### config.mk
export PLATFORM = sky130hd
export DESIGN_NAME = snd_mix3
export DESIGN_NICKNAME = d
export VERILOG_FILES = /design/src/rtl/snd_mix3.sv
export SDC_FILE = /design/constraint.sdc
export NUM_CORES = 1
export LEC_CHECK = 0
export BUFFER_PORTS_ARGS = -buffer_cell sky130_fd_sc_hd__buf_2
export CORE_ASPECT_RATIO = 0.8
export CORE_MARGIN = 2
export CORE_UTILIZATION = 57
export CTS_BUF_LIST = sky130_fd_sc_hd__clkbuf_4 sky130_fd_sc_hd__clkbuf_8
export CTS_CLUSTER_SIZE = 28
export DETAILED_ROUTE_END_ITERATION = 8
export PLACE_DENSITY_LB_ADDON = 0.05
export SLEW_MARGIN = 20
export SYNTH_ARGS = -nofsm -noshare
export SYNTH_HDL_FRONTEND = slang
export SYNTH_SLANG_ARGS = --single-unit
### constraint.sdc
create_clock -name clk -period 7.1 [get_ports clk]
set_clock_uncertainty 0.1 [all_clocks]
set_input_delay 0.71 -clock clk [delete_from_list [all_inputs] [get_ports clk]]
set_output_delay 0.71 -clock clk [all_outputs]
set_load 0.05 [all_outputs]
### src/rtl/snd_mix3.sv
module snd_mix3 #(
  parameter int SW = 4,
  parameter int LW = 5,
  parameter int OW = 8,
  parameter int AW = 3
) (
  input  logic          clk,
  input  logic          rst_n,
  input  logic [SW-1:0] smp0,
  input  logic [SW-1:0] smp1,
  input  logic [SW-1:0] smp2,
  input  logic [2:0]    ch_en,
  input  logic          wr_en,
  input  logic [AW-1:0] wr_addr,
  input  logic [OW-1:0] wr_data,
  output logic [OW-1:0] dac_out,
  output logic          clip_flag
);
  localparam int XW   = SW + 4;
  localparam int PW   = XW + LW + 1;
  localparam int SUMW = XW + 2;
  localparam logic [LW:0] FULL = (LW+1)'(1 << LW);

  logic [LW-1:0] lvl [3];
  logic          snd_en, byp_en;
  logic [OW-1:0] direct;
  logic [SW-1:0] smp [3];
  logic [XW-1:0] contrib [3];
  logic [SUMW-1:0] sum;
  logic          over, bypass;

  assign smp[0] = smp0;
  assign smp[1] = smp1;
  assign smp[2] = smp2;

  for (genvar g = 0; g < 3; g++) begin : g_ch
    logic [XW-1:0] x;
    logic [LW:0]   gain;
    logic [PW-1:0] prod;
    assign x    = {smp[g], 4'b0000};
    assign gain = FULL - {1'b0, lvl[g]};
    assign prod = PW'(x) * PW'(gain);
    assign contrib[g] = ch_en[g] ? XW'(prod >> LW) : '0;

    always_ff @(posedge clk)
      if (!rst_n) lvl[g] <= '0;
      else if (wr_en && wr_addr == AW'(g)) lvl[g] <= wr_data[LW-1:0];
  end

  assign sum    = SUMW'(contrib[0]) + SUMW'(contrib[1]) + SUMW'(contrib[2]);
  assign over   = |sum[SUMW-1:OW];
  assign bypass = byp_en && (ch_en == 3'b000);

  always_ff @(posedge clk) begin
    if (!rst_n) begin
      snd_en <= 1'b0;
      byp_en <= 1'b0;
      direct <= '0;
    end else if (wr_en) begin
      if (wr_addr == AW'(3)) begin
        snd_en <= wr_data[0];
        byp_en <= wr_data[1];
      end
      if (wr_addr == AW'(4)) direct <= wr_data;
    end
  end

  always_ff @(posedge clk) begin
    if (!rst_n) begin
      dac_out   <= '0;
      clip_flag <= 1'b0;
    end else begin
      if (!snd_en)     dac_out <= '0;
      else if (bypass) dac_out <= direct;
      else             dac_out <= over ? '1 : sum[OW-1:0];
      if (snd_en && !bypass && over) clip_flag <= 1'b1;
    end
  end

  a_r8_silent: assert property (@(posedge clk) disable iff (!rst_n)
    !snd_en |=> dac_out == '0);
  a_r7_bypass: assert property (@(posedge clk) disable iff (!rst_n)
    (snd_en && byp_en && ch_en == 3'b000) |=> dac_out == $past(direct));
  a_r5_saturate: assert property (@(posedge clk) disable iff (!rst_n)
    (snd_en && ch_en != 3'b000 && over) |=> dac_out == '1);
  a_r6_sticky: assert property (@(posedge clk) disable iff (!rst_n)
    clip_flag |=> clip_flag);
  a_r4_all_off: assert property (@(posedge clk) disable iff (!rst_n)
    (snd_en && !byp_en && ch_en == 3'b000) |=> dac_out == '0);
endmodule

==> results of run 1 <==
placed cells by master (no fill, tap or decap), drive strengths merged, types with 14 or more instances in the layout:
| cell type | instances |
|---|---|
| ha | 46 |
| fa | 33 |
| buf | 38 |
| edfxtp | 15 |
| inv | 32 |
| nor2 | 23 |
| and2 | 68 |
| nand2 | 34 |
| xor2 | 14 |
| dfxtp | 19 |
metrics by stage:
stage	instances	utilization (%)	setup slack, ns	instance area (um2)	power [mW]
after floorplan	421	-	2.01	3940	0.667
after global placement	539	61.9	1.55	4200	0.789
after detailed placement	539	61.9	1.45	4200	0.799
after CTS	547	63.9	1.43	4340	1.02
after global routing	547	63.9	1.01	4340	1.12
final	547	63.9	1.42	4340	1.02
metal layers:
| layer | global-route usage (%) | vias to the layer above |
|---|---|---|
| met4 | 5.21 | 0 |
| met3 | 3.29 | 11 |
| li1 | - | 1522 |
| met5 | 0 | - |
| met1 | 35.1 | 1458 |
| met2 | 37.4 | 70 |
cell usage after synthesis, drive strengths merged, types with 11 or more instances:
library cell	count
ha	46
nand2	34
edfxtp	15
inv	32
xnor2	12
o21ai	12
nor2b	11
dfxtp	19
fa	33
and2	68
xor2	14
nor2	23
flip-flops by register name, summed over array words and instances, names as in the netlist:
register and flops:
snd_en 1, direct 8, byp_en 1, lvl 15
clip_flag 1, dac_out 8
critical path: cells and delay by family (launching register included):
kind | cells | cell delay (ns)
adder cells (fa/ha/maj) | 6 | 2.40
AO/OA/AOI/OAI | 7 | 1.51
XOR/XNOR | 2 | 0.71
flip-flops | 1 | 0.42
AND/OR/NAND/NOR | 2 | 0.22
buffers and inverters | 3 | 0.18
power by group through the flow:
stage	clock network, mW	registers (mW)	logic [mW]
4_1_cts	0.218	0.219	0.586
3_5_place_dp	0	0.224	0.575
5_1_grt	0.229	0.220	0.670
2_1_floorplan	0	0.226	0.441
6_report	0.216	0.219	0.586
3_3_place_gp	0	0.223	0.566
kinds of logic after synthesis:
group / after synthesis / synth area share, %
AND/OR/NAND/NOR: 172 / 24.0
adder cells (fa/ha/maj): 79 / 31.4
AO/OA/AOI/OAI: 60 / 10.4
buffers and inverters: 39 / 4.26
flip-flops: 34 / 21.1
XOR/XNOR: 27 / 6.35
multiplexers: 10 / 2.54
worst min-delay path by stage:
stage,to,slack [ns],depth (start not counted)
after global routing,clip_flag,0.42,2
after detailed placement,clip_flag,0.35,2
after floorplan,clip_flag,0.35,2
after CTS,clip_flag,0.37,2
final,clip_flag,0.37,2
after global placement,clip_flag,0.36,2
layout make-up:
type	count	share of cell area, %
inverter	32	2.77
multi-input combinational	348	68.0
sequential	34	19.2
timing repair buffer	38	4.44
tap	87	2.51
clock inverter	3	1.59
clock buffer	5	1.59
==> results by group, run 1 <==
Final layout
  • Fraction of layout cells with a size suffix above 1: 10.4%
  • P&R area growth vs syn: 10.1%
  • Fill count: 571
  • Final #Nets: 567
  • Multi-input logic area: 2950 um2
  • ANT cells: 0
  • Register area: 831 um2

Pwr
  • Pwr dens: 235 nW/um2
  • Clock power share: 21.2%
  • Sw Pwr: 0.424 mW
  • Net Sw Frac: 41.5%
  • Share of total power in sequential cells: 21.5%
  • Int Pwr: 0.597 mW
  • Leakage Power: 2.10 nW
  • Comb pwr share: 57.4%
  • Max IR drop VDD: 0.137 mV

STA
  • Setup TNS: 0 ns
  • Crit path time final: 5.68 ns
  • Max-slew violation count: 0
  • Final setup viols: 0
  • Fin Hold WS: 0.374 ns
  • Unrepaired setup endpoints after global routing: no
  • Final hold violation count: 0
  • F_max: 176 MHz
  • Period utilisation layout: 80.1%
  • Worst slew pin tran: 0.840 ns
  • Slew margin rel.: 43.4%

Drt
  • DRT antenna net count: 0
  • WL/cell: 15.2 um
  • Routed wl met2: 3720 um
  • Remaining DRCs: 0
  • Vias after detailed routing: 3061
  • Drt pass-1 iters: 4
  • Max layer used: met4
  • Detailed Route WL: 8340 um
  • Via-per-instance ratio: 5.60
  • Initial DRC count: 120
  • Wire length on met3: 335 um
  • Met1 wire length: 4160 um

Global routing
  • Gr usage total: 23.8%
  • Largest net degree at the start of global routing: 19
  • Vias in the first global route: 3041
  • Initial antenna violation count: 0
  • First-pass GRT wire length: 14500 um
  • Gr ovfl total: 0

Clock tree
  • Post CTS Setup Buffer Count: 0
  • CTS buffer count: 5
  • Htree depth: 2
  • Root buffer cell: clkbuf_8
  • Hold_buf cts: 0
  • # resized after CTS: 0
  • Clock sinks: 34
  • Clock buffer depth: 2
  • CTS tree: yes
  • Worst-skew pair later-pin latency: 0.29 ns
  • Clock transition at path regs: 0.08 ns

Synthesis
  • Yosys top cell by area: fa_1
  • Register area share after synthesis: 21.1%
  • Synth Warn #: 0
  • Syn Area/Cell: 9.36 um2
  • Ys async rst share: 0%
  • Share of the synthesized area in the top cell type: 16.8%
  • EDFF count, synth: 15
  • Largest cells by area after synthesis: fa_1 (17%), ha_1 (15%), edfxtp_1 (11%)
  • Net count after synthesis: 529
  • Primary FF master, synth: dfxtp_1
  • Gate Count Post-Synth: 421
  • Synth unique cells: 42
  • Seq cells post-synth: 34
  • Post-Syn Area: 3940 um2

Critical path
  • Kind of end point of the critical path: flop
  • Worst setup path end: dac_out[5]
  • Startpoint Class: flop
  • Worst setup startpoint: lvl[1][0]
  • Arr. time, crit path: 5.73 ns
  • RR Endpoint: dac_out[5]
  • R2R Setup Slk: 1.42 ns
  • CP peak stage delay: 0.52 ns
  • Critical Path RT: 7.14 ns
  • Worst reg2reg path startpoint: lvl[1][0]
  • Most used cell, CP: fa_1
  • Reg2reg path depth: 20
  • Crit Path Class: flop to flop
  • Crit path max fanout: 9
  • Crit path cell chain: inv_1, ha_1, xnor2_1, nand2_1, fa_1, inv_1, fa_1, fa_1, a211oi_1, o21bai_1, a21oi_1, xnor3_1, nand2_1, fa_1, inv_1, ha_1, a211oi_1, a21oi_1, o21ai_2, a311oi_1
  • Critical path's slowest cell: fa_1

Placed design
  • Port Buf Inserts: 37
  • Gpl congestion: 0.884
  • Dpl hpwl: 6940 um

Status
  • Status: completed

Floorplanning
  • Starting density of the core: 58.0%
  • Die X: 97.0 um
  • DIE HEIGHT: 78.4 um
  • Io pins: 38
  • Core area: 6790 um2
  • Die ar.: 7600 um2
  • Site Rows: 27

Worst hold path
  • HP Start: clip_flag
  • Hold Path Class: flop to flop

Flow run
  • Max Cap Viol: 0
Power figures use the tool's default switching activity.
==> run 2, diff against run 1 <==
Clock period 7.1 ns to 5.4 ns, I/O delays scaled along.
==> run 2 against run 1 <==
Compared with the run above: combinational power grew 50%; sequential power rose by 32%; die area unchanged; highest routed layer unchanged; largest cell class unchanged; register-to-register slack lost 1.2 ns.
==> results by group, run 2 (synthesized netlist as in run 1, its figures left out) <==
Critical path
  • Kind of end point of the critical path: flop
  • Arr. time, crit path: 5.22 ns (-0.51 ns)
  • Startpoint Class: flop
  • Crit path max fanout: 9 (unchanged)
  • Critical Path RT: 5.45 ns (-1.69 ns)
  • Crit Path Class: flop to flop

Final layout
  • Fraction of layout cells with a size suffix above 1: 19.2% (+8.8 points)
  • Largest Register: lvl
  • ANT cells: 0 (unchanged)
  • Commonest non-fill, non-tap cells in the layout: and2_1 (68), ha_1 (40), buf_2 (37)
  • Max reg flops: 15 (unchanged)
  • P&R area growth vs syn: 17.5%
  • Final #Nets: 586 (+3.4%)
  • Biggest regs: lvl: 15 flops, dac_out: 8 flops, direct: 8 flops
  • Fill count: 557 (-2.5%)
  • Fin cells: 566 (+3.5%)
  • Commonest non-fill, non-tap cell in the layout: and2_1

Clock tree
  • Htree depth: 2 (unchanged)
  • Worst-skew pair later-pin latency: 0.29 ns (about the same)
  • Clock buffer depth: 2 (unchanged)
  • CTS tree: yes
  • Clock sinks: 34 (unchanged)
  • Root buffer cell: clkbuf_8
  • Clock transition at path regs: 0.07 ns (about the same)
  • CTS buffer count: 5 (unchanged)

Status
  • Status: completed

STA
  • F_max: 193 MHz (+9.8%)
  • Crit path time final: 5.18 ns (-0.507 ns)
  • Final hold violation count: 0 (unchanged)
  • Worst slew pin tran: 0.837 ns (-0.00288 ns)
  • Slew margin rel.: 43.6% (+0.19 points)
  • Max-slew violation count: 0 (unchanged)
  • Final setup viols: 0 (unchanged)
  • Period utilisation layout: 95.9% (+16 points)

Global routing
  • Vias in the first global route: 3130 (+2.9%)
  • Initial antenna violation count: 0 (unchanged)
  • Largest net degree at the start of global routing: 19 (unchanged)
  • First-pass GRT wire length: 14800 um (+2.1%)
  • Gr usage total: 24.0% (+0.21 points)
  • Gr ovfl total: 0 (unchanged)

Drt
  • Detailed Route WL: 8830 um (+6.0%)
  • Drt pass-1 iters: 5 (+1)
  • DRT antenna net count: 0 (unchanged)
  • Vias after detailed routing: 3090 (+0.95%)
  • Remaining DRCs: 0 (unchanged)
  • Initial DRC count: 174 (+45%)
  • Via-per-instance ratio: 5.46 (-2.4%)
  • WL/cell: 15.6 um (+2.4%)

Floorplanning
  • Starting density of the core: 58.0% (unchanged)
  • Die X: 97.0 um (unchanged)
  • Die ar.: 7600 um2 (unchanged)
  • Site Rows: 27 (unchanged)
  • Io pins: 38 (unchanged)
  • Core area: 6790 um2 (unchanged)
  • DIE HEIGHT: 78.4 um (unchanged)

Pwr
  • Max IR drop VDD: 0.190 mV (+39%)
  • Leakage Power: 2.20 nW (+4.8%)
  • Power Total: 1.42 mW (+39%)
  • Pwr dens: 306 nW/um2 (+30%)

Flow run
  • Max Cap Viol: 0 (unchanged)

Placed design
  • Placed cells: 553 (+2.6%)
  • Dpl hpwl: 7190 um (+3.7%)
  • Gpl congestion: 0.824 (-6.8%)
  • Port Buf Inserts: 37 (unchanged)

Worst hold path
  • Hold Path Class: flop to flop
[run 2: path summary, 6_finish.rpt]
| kind | start | to | slack, ns | cells past startpoint |
|---|---|---|---|---|
| max | lvl[1][2] | dac_out[2] | 0.22 | 19 |
| min | clip_flag | clip_flag | 0.36 | 2 |
| max reg2reg | lvl[1][2] | dac_out[2] | 0.22 | 19 |
| min reg2reg | clip_flag | clip_flag | 0.36 | 2 |
[run 2: metal layers]
metal  vias to the layer above  global-route usage [%]  wire length [um]
li1                       1558                       -                 -
met1                      1456                    34.4              4440
met2                        66                    38.5              3950
met3                        10                    3.74               339
met4                         0                    5.63               108
met5                         -                       0                 0
[run 2: layout make-up]
type | instances | area [um2] | area share [%]
Multi-Input combinational cell | 348 | 3110 | 67.2
Sequential cell | 34 | 831 | 18.0
Timing Repair Buffer | 57 | 339 | 7.33
Inverter | 32 | 120 | 2.60
Tap cell | 87 | 109 | 2.35
Clock buffer | 7 | 90.1 | 1.95
Clock inverter | 1 | 30.0 | 0.649
[run 2: metrics by stage]
step	instance area [um2]	worst slack [ns]	TNS (ns)	util (%)	hold slack, ns
2_1_floorplan	3940	0.306	0	-	0.353
3_3_place_gp	4310	0.00690	0	63.4	0.346
3_5_place_dp	4310	-0.0540	-0.108	63.4	0.350
4_1_cts	4450	0.000663	0	65.5	0.362
5_1_grt	4630	-0.0388	-0.231	68.2	0.415
6_report	4630	0.224	0	68.2	0.363
[run 2: worst max-delay path, cell delays in order (launching register included)]
cell and delay [ns]:
edfxtp_1 0.43, or3_4 0.45, xor2_4 0.20, and2_1 0.18, fa_1 0.50, fa_1 0.46, ha_4 0.28, a211oi_2 0.24
o21bai_1 0.10, a21oi_1 0.18, xnor3_1 0.16, nand2_1 0.07, fa_1 0.51, inv_1 0.04, ha_2 0.36, nand3_1 0.08
o41a_1 0.32, o21ai_2 0.13, buf_6 0.15, a311oi_1 0.09
[run 2: power by group]
group,total (mW),switching (mW),internal (mW)
combinational,0.879,0.486,0.393
sequential,0.289,0.00934,0.280
clock,0.248,0.0930,0.156
[run 2: repair_timing]
action / 4_1_cts / 5_1_grt
pin swaps: 1 / 16
hold buffers: 0 / 0
setup endpoints to repair: 8 / 9
gates resized for setup: 4 / 27
buffers inserted: 0 / 5
==> run 3, diff against run 2 <==
Clock period 5.4 ns to 5.7 ns, I/O delays scaled along.
==> run 3 against run 2 <==
Compared with the run above: critical path depth increased by 1; maximum frequency fell by 3.2%; cell count shrank 1.9%; utilization is 3.0 points lower; total power decreased by 14%; worst setup slack better by 0.13 ns; first-iteration DRC count down 29%; non-clock buffer count fell by 11; clock power down 24%; wire length down 6.9%; worst hold slack gained 0.013 ns; largest cell class unchanged.
==> results by group, run 3 (synthesized netlist as in run 1, its figures left out) <==
Status
  • Status: completed

Floorplanning
  • Die ar.: 7600 um2 (unchanged)
  • Core area: 6790 um2 (unchanged)
  • Die X: 97.0 um (unchanged)
  • Starting density of the core: 58.0% (unchanged)
  • Io pins: 38 (unchanged)
  • DIE HEIGHT: 78.4 um (unchanged)
  • Site Rows: 27 (unchanged)

Critical path
  • Worst setup startpoint: lvl[2][0]
  • CP bufs+invs: 3 (+1)
  • WP depth: 20 (+1)
  • Worst reg2reg path startpoint: lvl[2][0]
  • Critical Path RT: 5.75 ns (+0.30 ns)
  • Crit path max fanout: 9 (unchanged)
  • Startpoint Class: flop
  • Critical path's slowest cell: fa_1
  • Most used cell, CP: fa_1
  • R2R Setup Slk: 0.35 ns (+0.13 ns)
  • Kind of end point of the critical path: flop
  • Reg2reg path depth: 20 (+1)
  • Arr. time, crit path: 5.39 ns (+0.17 ns)
  • Delay-heaviest family, CP: adder cells
  • RR Endpoint: dac_out[2]
  • CP peak stage delay: 0.54 ns (+0.03 ns)
  • Crit Path Class: flop to flop
  • Worst setup path end: dac_out[2]
  • Crit path cell chain: inv_1, ha_1, xnor2_2, nand2_1, fa_1, inv_1, fa_1, fa_1, a211oi_2, o21bai_1, a21oi_1, xnor2_1, nand2_1, fa_1, inv_1, ha_1, nand3_1, o41a_1, o21ai_4, a311oi_1

Drt
  • Vias after detailed routing: 3041 (-1.6%)
  • Initial DRC count: 124 (-29%)
  • Remaining DRCs: 0 (unchanged)
  • DRT antenna net count: 0 (unchanged)
  • Detailed Route WL: 8220 um (-6.9%)
  • Via-per-instance ratio: 5.48 (+0.36%)
  • WL/cell: 14.8 um (-5.1%)
  • Drt pass-1 iters: 4 (-1)

STA
  • F_max: 187 MHz (-3.2%)
  • Final setup viols: 0 (unchanged)
  • Slew margin rel.: 42.7% (-0.93 points)
  • Fin Hold WS: 0.375 ns (+0.0127 ns)
  • Setup TNS: 0 ns (unchanged)
  • Period utilisation layout: 93.8% (-2.0 points)
  • Worst slew pin tran: 0.851 ns (+0.0139 ns)
  • Max-slew violation count: 0 (unchanged)
  • Crit path time final: 5.35 ns (+0.171 ns)
  • Final hold violation count: 0 (unchanged)

Clock tree
  • Clock sinks: 34 (unchanged)
  • Clock transition at path regs: 0.07 ns (about the same)
  • Root buffer cell: clkbuf_8
  • Worst-skew pair later-pin latency: 0.28 ns (about the same)
  • Hold_buf cts: 0 (unchanged)
  • Clock buffer depth: 2 (unchanged)
  • CTS buffer count: 5 (unchanged)
  • CTS tree: yes
  • Htree depth: 2 (unchanged)

Pwr
  • Pwr dens: 277 nW/um2 (-9.5%)
  • Net Sw Frac: 44.3% (+2.8 points)
  • Clock power share: 15.4% (-2.1 points)
  • Int Pwr: 0.682 mW (-18%)
  • Share of total power in sequential cells: 22.3% (+1.9 points)
  • Leakage Power: 2.14 nW (-2.7%)
  • Comb pwr share: 62.3% (+0.3 points)
  • Max IR drop VDD: 0.165 mV (-13%)
  • Sw Pwr: 0.543 mW (-7.7%)

Worst hold path
  • Min-Delay Path Depth: 2 (unchanged)
  • Hold Path Class: flop to flop

Global routing
  • Gr usage total: 22.4% (-1.6 points)
  • Vias in the first global route: 2878 (-8.1%)
  • Largest net degree at the start of global routing: 19 (unchanged)
  • First-pass GRT wire length: 13700 um (-7.0%)
  • Initial antenna violation count: 0 (unchanged)
  • Gr ovfl total: 0 (unchanged)

Final layout
  • Design Area, Final: 4420 um2 (-4.4%)
  • ANT cells: 0 (unchanged)
  • Multi-input logic area: 3020 um2 (-3.0%)
  • Commonest non-fill, non-tap cells in the layout: and2_1 (68), ha_1 (46), buf_2 (37)
  • Max reg flops: 15 (unchanged)
  • Commonest non-fill, non-tap cell in the layout: and2_1
  • Final #Nets: 575 (-1.9%)
  • Fill count: 579 (+3.9%)
  • Fin cells: 555 (-1.9%)
  • P&R area growth vs syn: 12.3%
  • Register area: 831 um2 (unchanged)
  • Fraction of layout cells with a size suffix above 1: 14.3% (-4.9 points)
  • Fin util: 65.1% (-3.0 points)
  • Biggest regs: lvl: 15 flops, dac_out: 8 flops, direct: 8 flops
  • Largest Register: lvl

Placed design
  • Placed cells: 542 (-2.0%)
  • Dpl hpwl: 6830 um (-5.1%)
  • Gpl congestion: 0.845 (+2.6%)
  • Placement Cell Area: 4220 um2 (-1.9%)
  • Port Buf Inserts: 37 (unchanged)

Flow run
  • Max Cap Viol: 0 (unchanged)
## run 3: routing by layer
layer / part of all wire (%) / up-vias / wire length, um / global-route usage, %
met5: 0 / - / 0 / 0
met4: 1.2 / 0 / 101 / 6.62
met3: 3.5 / 8 / 285 / 4.27
met2: 43 / 48 / 3560 / 33.7
met1: 52 / 1442 / 4270 / 33.0
li1: - / 1543 / - / -
## run 3: worst min-delay path, delay by kind of cell (launching register included)
family / cells / cell delay (ns)
compound gates: 1 / 0.06
flops: 1 / 0.32
simple gates: 1 / 0.05
## run 3: power groups by stage
stage,clock network (mW),logic [mW],registers (mW)
after floorplan,0,0.550,0.281
final,0.189,0.763,0.274
after detailed placement,0,0.717,0.279
after global placement,0,0.711,0.279
after global routing,0.204,0.862,0.275
after CTS,0.192,0.735,0.274
## run 3: layout make-up
cell class / instances / share of cell area, %
Multi-Input combinational cell: 348 / 68.2
Sequential cell: 34 / 18.8
Timing Repair Buffer: 46 / 5.71
Inverter: 32 / 2.72
Tap cell: 87 / 2.46
Clock buffer: 6 / 1.87
Clock inverter: 2 / 0.255
## run 3: how the worst min path moves through the flow
stage | start | to | slack, ns
after detailed placement | clip_flag | clip_flag | 0.34
after CTS | clip_flag | clip_flag | 0.36
after floorplan | snd_en | clip_flag | 0.35
final | clip_flag | clip_flag | 0.38
after global placement | clip_flag | clip_flag | 0.36
after global routing | clip_flag | clip_flag | 0.39
## run 3: what timing repair did
item,in CTS,in global routing
setup endpoints to repair,9,9
gates resized for setup,2,13
setup buffers,0,5
pin swaps,1,5
## run 3: per-stage QoR
step,power [mW],setup slack [ns]
2_1_floorplan,0.831,0.606
3_3_place_gp,0.990,0.0412
3_5_place_dp,0.995,-0.0418
4_1_cts,1.20,0.106
5_1_grt,1.34,-0.00651
6_report,1.23,0.353
